--- config.mk ---
export PLATFORM = sky130hd
export DESIGN_NAME = nvs_cmd_ctrl
export DESIGN_NICKNAME = d
export VERILOG_FILES = /design/src/rtl/nvs_pkg.sv /design/src/rtl/nvs_bus_sampler.sv /design/src/rtl/nvs_unlock_fsm.sv /design/src/rtl/nvs_op_timer.sv /design/src/rtl/nvs_write_guard.sv /design/src/rtl/nvs_cmd_ctrl.sv
export SDC_FILE = /design/constraint.sdc
export NUM_CORES = 1
export LEC_CHECK = 0
export BUFFER_PORTS_ARGS = -buffer_cell sky130_fd_sc_hd__buf_2
export CAP_MARGIN = 20
export CORE_MARGIN = 4
export CORE_UTILIZATION = 51
export CTS_BUF_LIST = sky130_fd_sc_hd__clkbuf_8 sky130_fd_sc_hd__clkbuf_16
export DETAILED_ROUTE_END_ITERATION = 16
export GPL_TIMING_DRIVEN = 0
export PLACE_DENSITY = 0.74
export SYNTH_ARGS = -nofsm -noshare
export SYNTH_HDL_FRONTEND = slang
export SYNTH_SLANG_ARGS = --single-unit
--- constraint.sdc ---
create_clock -name clk -period 2 [get_ports clk]
set_input_delay 0.1 -clock clk [delete_from_list [all_inputs] [get_ports clk]]
set_output_delay 0.1 -clock clk [all_outputs]
set_load 0.02 [all_outputs]
--- src/rtl/nvs_pkg.sv ---
// Shared types and constants for the command sequence controller.
// Assumes bus addresses are at most 16 bits wide.
package nvs_pkg;

    typedef enum logic [1:0] {
        OP_NONE   = 2'd0,
        OP_STORE  = 2'd1,
        OP_RECALL = 2'd2
    } op_e;

    localparam int          PREFIX_LEN  = 5;
    localparam logic [15:0] CMD_STORE   = 16'h0FC0;
    localparam logic [15:0] CMD_RECALL  = 16'h0C63;

    // Expected address for unlock step idx (0-based); order is behaviour.
    function automatic logic [15:0] prefix_addr(input logic [2:0] idx);
        case (idx)
            3'd0:    return 16'h0E38;
            3'd1:    return 16'h31C7;
            3'd2:    return 16'h03E0;
            3'd3:    return 16'h3C1F;
            3'd4:    return 16'h303F;
            default: return 16'hFFFF;
        endcase
    endfunction

endpackage

--- src/rtl/nvs_bus_sampler.sv ---
// Synchronizes the asynchronous enable and write-enable lines and detects
// their falling edges. The address is delayed by the same number of stages,
// so the address reported with an event is the one present while enable fell.
// Assumes the address is stable while enable is low.
// During reset the synchronizers load the live pin levels, so leaving reset
// never creates a false edge.
module nvs_bus_sampler #(
    parameter int AW          = 14,
    parameter int SYNC_STAGES = 2
) (
    input  logic          clk,
    input  logic          rst_n,
    input  logic [AW-1:0] addr,
    input  logic          ce_n,
    input  logic          we_n,
    output logic          rd_evt,
    output logic          wr_evt,
    output logic [AW-1:0] evt_addr,
    output logic          e_fall,
    output logic          w_fall,
    output logic          e_low,
    output logic          w_low
);
    localparam int TOP = SYNC_STAGES;

    logic [TOP:0]  e_pipe;
    logic [TOP:0]  w_pipe;
    logic [AW-1:0] a_pipe [SYNC_STAGES];
    logic          e_now, e_prev, w_now, w_prev;

    // Shift the control lines through the synchronizer and edge history.
    always_ff @(posedge clk) begin
        if (!rst_n) begin
            e_pipe <= {(TOP+1){ce_n}};
            w_pipe <= {(TOP+1){we_n}};
        end else begin
            e_pipe <= {e_pipe[TOP-1:0], ce_n};
            w_pipe <= {w_pipe[TOP-1:0], we_n};
        end
    end

    // Delay the address in step with the synchronized enable.
    always_ff @(posedge clk) begin
        a_pipe[0] <= addr;
        for (int i = 1; i < SYNC_STAGES; i++) begin
            a_pipe[i] <= a_pipe[i-1];
        end
    end

    // Classify edges into read and write bus cycles.
    always_comb begin
        e_now    = e_pipe[TOP-1];
        e_prev   = e_pipe[TOP];
        w_now    = w_pipe[TOP-1];
        w_prev   = w_pipe[TOP];
        e_fall   = e_prev & ~e_now;
        w_fall   = w_prev & ~w_now;
        rd_evt   = e_fall & w_now;
        wr_evt   = e_fall & ~w_now;
        evt_addr = a_pipe[SYNC_STAGES-1];
        e_low    = ~e_now;
        w_low    = ~w_now;
    end

endmodule

--- src/rtl/nvs_unlock_fsm.sv ---
// Tracks the six-step read-only unlock pattern and issues a one-cycle start
// request for STORE or RECALL. Write cycles return it to idle. A mismatching
// read restarts it, counting as step one when it is the first prefix address.
// It ignores all bus cycles while an operation is busy. Under low supply a
// STORE request is dropped and the pattern is discarded.
module nvs_unlock_fsm #(
    parameter int AW = 14
) (
    input  logic          clk,
    input  logic          rst_n,
    input  logic          rd_evt,
    input  logic          wr_evt,
    input  logic [AW-1:0] evt_addr,
    input  logic          busy,
    input  logic          low_vdd,
    output logic          start_store,
    output logic          start_recall
);
    import nvs_pkg::*;

    localparam logic [2:0] LAST_STEP = 3'(PREFIX_LEN);

    logic [2:0]  step, step_nx;
    logic        go_store, go_recall;
    logic [15:0] a16;

    // Next step and launch decision for the current bus event.
    always_comb begin
        a16       = 16'(evt_addr);
        step_nx   = step;
        go_store  = 1'b0;
        go_recall = 1'b0;
        if (!busy) begin
            if (wr_evt) begin
                step_nx = '0;
            end else if (rd_evt) begin
                if (step < LAST_STEP && a16 == prefix_addr(step)) begin
                    step_nx = step + 3'd1;
                end else if (step == LAST_STEP && a16 == CMD_STORE) begin
                    step_nx  = '0;
                    go_store = ~low_vdd;
                end else if (step == LAST_STEP && a16 == CMD_RECALL) begin
                    step_nx   = '0;
                    go_recall = 1'b1;
                end else begin
                    step_nx = (a16 == prefix_addr(3'd0)) ? 3'd1 : 3'd0;
                end
            end
        end
    end

    // Register the step count and the start requests.
    always_ff @(posedge clk) begin
        if (!rst_n) begin
            step         <= '0;
            start_store  <= 1'b0;
            start_recall <= 1'b0;
        end else begin
            step         <= step_nx;
            start_store  <= go_store;
            start_recall <= go_recall;
        end
    end

    // a write cycle seen while idle-capable leaves no progress and no launch.
    a_r3_write_idles: assert property (@(posedge clk) disable iff (!rst_n)
        (wr_evt && !busy) |=> (step == 3'd0 && !start_store && !start_recall));

    // the two start requests are never raised together.
    a_r1_single_cmd: assert property (@(posedge clk) disable iff (!rst_n)
        !(start_store && start_recall));

endmodule

--- src/rtl/nvs_op_timer.sv ---
// Runs one STORE or RECALL operation. On a start request it raises busy for
// the operation's cycle count. STORE emits one strobe at the start. RECALL
// emits a clear strobe at the start and a load strobe CLEAR_CYC cycles later.
// op_done marks the last busy cycle. Assumes CLEAR_CYC < RECALL_CYC and that
// starts arrive only while idle.
module nvs_op_timer #(
    parameter int STORE_CYC  = 2000,
    parameter int RECALL_CYC = 1000,
    parameter int CLEAR_CYC  = 100
) (
    input  logic clk,
    input  logic rst_n,
    input  logic start_store,
    input  logic start_recall,
    output logic busy,
    output logic store_pulse,
    output logic clear_pulse,
    output logic recall_pulse,
    output logic op_done
);
    import nvs_pkg::*;

    localparam int            MAXC       = (STORE_CYC > RECALL_CYC) ? STORE_CYC : RECALL_CYC;
    localparam int            CW         = $clog2(MAXC + 1);
    localparam logic [CW-1:0] LAST_STORE = CW'(STORE_CYC - 1);
    localparam logic [CW-1:0] LAST_RECAL = CW'(RECALL_CYC - 1);
    localparam logic [CW-1:0] CLEAR_END  = CW'(CLEAR_CYC - 1);

    logic [CW-1:0] cnt;
    logic [CW-1:0] last_cnt;
    op_e           kind;

    // Final count value for the running operation, and end-of-operation flag.
    always_comb begin
        last_cnt = (kind == OP_STORE) ? LAST_STORE : LAST_RECAL;
        op_done  = busy && (cnt == last_cnt);
    end

    // Launch, count and strobe generation.
    always_ff @(posedge clk) begin
        if (!rst_n) begin
            busy         <= 1'b0;
            cnt          <= '0;
            kind         <= OP_NONE;
            store_pulse  <= 1'b0;
            clear_pulse  <= 1'b0;
            recall_pulse <= 1'b0;
        end else begin
            store_pulse  <= 1'b0;
            clear_pulse  <= 1'b0;
            recall_pulse <= 1'b0;
            if (!busy && (start_store || start_recall)) begin
                busy        <= 1'b1;
                cnt         <= '0;
                kind        <= start_store ? OP_STORE : OP_RECALL;
                store_pulse <= start_store;
                clear_pulse <= start_recall;
            end else if (busy) begin
                recall_pulse <= (kind == OP_RECALL) && (cnt == CLEAR_END);
                if (op_done) begin
                    busy <= 1'b0;
                    kind <= OP_NONE;
                end else begin
                    cnt <= cnt + 1'b1;
                end
            end
        end
    end

    // the load phase only happens inside a running RECALL.
    a_r2_load_in_recall: assert property (@(posedge clk) disable iff (!rst_n)
        recall_pulse |-> (busy && kind == OP_RECALL));

    // no new start request reaches the timer while it is busy.
    a_r5_no_restart: assert property (@(posedge clk) disable iff (!rst_n)
        busy |-> !(start_store || start_recall));

    // a store strobe lasts one cycle.
    a_r1_store_one_cycle: assert property (@(posedge clk) disable iff (!rst_n)
        store_pulse |=> !store_pulse);

endmodule

--- src/rtl/nvs_write_guard.sv ---
// Decides whether an external write may reach the array. Writes are blocked
// under low supply and while busy. A lock is also set when enable and write
// enable are both low at reset or on the last busy cycle. The lock clears on
// the next synchronized falling edge of either line.
module nvs_write_guard (
    input  logic clk,
    input  logic rst_n,
    input  logic ce_n,
    input  logic we_n,
    input  logic e_low,
    input  logic w_low,
    input  logic e_fall,
    input  logic w_fall,
    input  logic op_done,
    input  logic busy,
    input  logic low_vdd,
    output logic wr_permit
);
    logic lock;

    // Maintain the write lockout flag.
    always_ff @(posedge clk) begin
        if (!rst_n) begin
            lock <= ~ce_n & ~we_n;
        end else if (op_done) begin
            lock <= e_low & w_low;
        end else if (e_fall || w_fall) begin
            lock <= 1'b0;
        end
    end

    // Combine all write-blocking conditions.
    always_comb begin
        wr_permit = ~low_vdd & ~busy & ~lock;
    end

    // with neither line falling and no operation ending, a held lock persists.
    a_r8_lock_holds: assert property (@(posedge clk) disable iff (!rst_n)
        (lock && !e_fall && !w_fall && !op_done) |=> lock);

endmodule

--- src/rtl/nvs_cmd_ctrl.sv ---
// Top of the command sequence controller: bus sampler, unlock detector,
// operation timer and write guard. Assumes AW is between 14 and 16 and that
// the address is stable while ce_n is low.
module nvs_cmd_ctrl #(
    parameter int AW          = 14,
    parameter int SYNC_STAGES = 2,
    parameter int STORE_CYC   = 2000,
    parameter int RECALL_CYC  = 1000,
    parameter int CLEAR_CYC   = 100
) (
    input  logic          clk,
    input  logic          rst_n,
    input  logic [AW-1:0] addr,
    input  logic          ce_n,
    input  logic          we_n,
    input  logic          low_vdd,
    output logic          store_pulse,
    output logic          clear_pulse,
    output logic          recall_pulse,
    output logic          busy,
    output logic          wr_permit
);
    logic          rd_evt, wr_evt, e_fall, w_fall, e_low, w_low;
    logic [AW-1:0] evt_addr;
    logic          start_store, start_recall, op_done;

    nvs_bus_sampler #(.AW(AW), .SYNC_STAGES(SYNC_STAGES)) u_sampler (
        .clk(clk), .rst_n(rst_n), .addr(addr), .ce_n(ce_n), .we_n(we_n),
        .rd_evt(rd_evt), .wr_evt(wr_evt), .evt_addr(evt_addr),
        .e_fall(e_fall), .w_fall(w_fall), .e_low(e_low), .w_low(w_low)
    );

    nvs_unlock_fsm #(.AW(AW)) u_unlock (
        .clk(clk), .rst_n(rst_n), .rd_evt(rd_evt), .wr_evt(wr_evt),
        .evt_addr(evt_addr), .busy(busy), .low_vdd(low_vdd),
        .start_store(start_store), .start_recall(start_recall)
    );

    nvs_op_timer #(.STORE_CYC(STORE_CYC), .RECALL_CYC(RECALL_CYC),
                   .CLEAR_CYC(CLEAR_CYC)) u_timer (
        .clk(clk), .rst_n(rst_n), .start_store(start_store),
        .start_recall(start_recall), .busy(busy), .store_pulse(store_pulse),
        .clear_pulse(clear_pulse), .recall_pulse(recall_pulse), .op_done(op_done)
    );

    nvs_write_guard u_guard (
        .clk(clk), .rst_n(rst_n), .ce_n(ce_n), .we_n(we_n),
        .e_low(e_low), .w_low(w_low), .e_fall(e_fall), .w_fall(w_fall),
        .op_done(op_done), .busy(busy), .low_vdd(low_vdd), .wr_permit(wr_permit)
    );

    // the port never permits writes during an operation.
    a_r6_busy_blocks_write: assert property (@(posedge clk) disable iff (!rst_n)
        busy |-> !wr_permit);

    // a STORE never starts from a pattern completed under low supply.
    a_r7_no_store_low: assert property (@(posedge clk) disable iff (!rst_n)
        store_pulse |-> !$past(low_vdd, 2));

endmodule

==> impl_metrics.toml <==
[run_status]
outcome = "complete, but fails checks"
violations = "negative setup slack"

[sta]
min_period_ps = 2050
setup_viol = 1
fin_skew_ps = 6.36
slew_violations = 0
timing.fmax_mhz = 488
hold-worst-slack_ps = 98.9
rsz0062_at_grt = "yes"
tightest_slew_ps = 462
slew_headroom_pct = 69.1
setup_ws_ps = -49.0
hold_viol_final = 0
final.period_utilization_pct = 102

[floorplanning]
core_um2 = 4060
row_count = 23
die_y_um = 73.0
die_area_um2 = 5330
pin_count = 24
die_width_um = 73.0
start_util_pct = 53.1

[placement]
post-dp-hpwl_um = 2910
dpl-instance-area_um2 = 2330
place_congestion = 0.915
port_buffers = 23

[power]
total_power_uw = 2650
power_frac_seq_pct = 45.4
pwr-share-comb_pct = 4.1
powerDensity_nw_per_um2 = 900
power.switching_uw = 517
p_int_uw = 2130
leakage_uw = 0.00121
vdd_drop_max_v = 0.000694
pwr-share-clk_pct = 50.4
switching_share_pct = 19.5

[setup_path]
worst-path-max-fanout = 7
cp.arrival_ps = 2310
reg2reg_depth = 8
end_kind = "register"
crit_type = "register to register"
required_ps = 2260
crit_path_start_kind = "register"

[synth]
synth_warnings = 0
ys.flop_type = "dfxtp_1"
syn_area_per_cell_um2 = 10.1
syn-num-nets = 238
synth_top_area_cell = "dfxtp_1"
syn_inst = 213
async_reset_ff_share_pct = 0
synth_edf_count = 1
seq_area_frac_synth_pct = 53.4
synth.distinct_cells = 49
ys_seq_elements = 57
synth_top_area_share_pct = 52.0
synthTopCellsByArea = "dfxtp_1, nor2_1, nand2_1"
syn_area_um2 = 2160

[routing]
via_per_inst = 5.47
ant_nets = 0
first_iter_violations = 72
post_drt_wl_per_cell_um = 15.1
route.detailed.drc = 0
routed_wl_um = 4910
num_vias = 1773
drtPass1Iterations = 4

[finish]
area_growth_pct = 36.4
stdcell_area_um2 = 2940
fin_util_pct = 72.5
drive_above_1_share_pct = 27.0
n_antenna_cell = 0
nNetsFinal = 294

[global_route]
overflow = 0
antenna_found_initial = 0
grt_pass1_vias = 1656
grt_pass1_wl_um = 7580
grt_usage_pct = 18.8
grt_max_degree = 11

[clocking]
clk_path_buf_depth = 2
clock_tree.htree_level_count = 3
cts_buffers = 9
tritoncts = "yes"
clock_latency_ps = 330
cts-root-buf = "clkbuf_8"
clk_pin_slew_ps = 60
clkSinkCount = 57

[min_path]
holdPathStages = 4
hold_class = "primary input to register"

[job]
max_cap_violations = 0
per-layer routing:
metal	part of all wire, %	global-route usage [%]
met5	0	0
met4	3.2	11.9
met3	4.8	5.37
met2	48	27.5
met1	44	24.1
worst paths after layout:
kind,slack (ps),endpoint,startpoint
worst max-delay path,-50,u_unlock.step[0],u_unlock.step[0]
worst min register to register,320,u_sampler.a_pipe[0][14],u_sampler.a_pipe[0][0]
worst max register to register,-50,u_unlock.step[0],u_unlock.step[0]
worst min-delay path,100,u_unlock.start_store,low_vdd
kinds of logic (layout without fill, tap and decap cells):
group / after synthesis / in the layout / share of synthesized area (%)
AO/OA/AOI/OAI: 28 / 28 / 10.7
XOR/XNOR: 9 / 9 / 3.66
adder cells (fa/ha/maj): 6 / 6 / 3.48
buffers and inverters: 9 / 70 / 2.61
flip-flops: 57 / 57 / 53.4
multiplexers: 2 / 2 / 0.929
AND/OR/NAND/NOR: 102 / 102 / 25.2
state kept, by name (all words and copies together) (netlist names):
name	flops
u_sampler.a_pipe	28
u_timer.cnt	11
u_sampler.e_pipe	3
u_sampler.w_pipe	3
u_unlock.step	3
u_timer.kind	2
u_guard.lock	1
u_timer.busy	1
u_timer.clear_pulse	1
u_timer.recall_pulse	1
u_timer.store_pulse	1
u_unlock.start_recall	1
u_unlock.start_store	1
cell usage after synthesis (all sizes together) (4+ instances only):
cell type	instances
nor2b	4
xor2	6
nor4	6
nand3	9
dfxtp	56
nand2b	4
nand2	22
o21ai	4
nand4	9
inv	5
nor4b	4
nor3	4
nor2	24
ha	6
through the flow:
stage / setup TNS [ps] / setup slack [ps] / cells
global placement: -600 / -254 / 286
finish: -49.0 / -49.0 / 324
global route: -151 / -112 / 324
floorplan: 0 / 35.5 / 213
CTS: 0 / 4.93 / 318
detailed placement: -780 / -302 / 286
power by group through the flow:
stage / Sequential [µW] / Combinational (µW) / Clock [µW]
final: 1200 / 109 / 1340
after global routing: 1210 / 123 / 1410
after CTS: 1200 / 101 / 1360
after detailed placement: 1230 / 77.4 / 0
after global placement: 1230 / 76.0 / 0
after floorplan: 1220 / 46.7 / 0
cells in the final DEF (no fill, tap or decap), types with 3 or more instances in the layout:
cell,instances
dfxtp_1,52
nor2_1,24
buf_2,23
nand2_1,22
dlygate4sd3_1,16
clkbuf_8,11
nand4_1,9
nand3_1,9
xor2_1,6
buf_4,6
nor4_1,5
ha_4,5
inv_1,4
nand2b_1,4
buf_6,3
nor2b_1,3
nor3_1,3
nor4b_1,3
a21boi_1,3
o21ai_0,3
xnor2_1,3
bufinv_16,3
dfxtp_4,3
repair_timing:
action                     CTS  global route
hold buffers                16             0
gates resized for setup     12            21
setup endpoints to repair    3             3
hold endpoints to repair    17             0
buffers inserted             0             6
gates cloned                 0             0
pin swaps                    6            10
critical path, cell delays in order, from the launching register on:
cell and delay (ps):
dfxtp_4 440, inv_6 70, ha_4 180, nor3_2 150, o21bai_2 140, a21o_1 220, a311oi_4 350, mux2i_1 270
a31o_1 150
cell type report:
class	count	area, µm²
Inverter	5	23.8
Multi-Input combinational cell	147	1080
Timing Repair Buffer	45	320
Sequential cell	57	1160
Tap cell	50	62.6
Fill cell	276	1120
Clock inverter	5	103
Buffer	4	37.5
Clock buffer	11	151
Note: power is estimated with default switching activity, not from simulation.
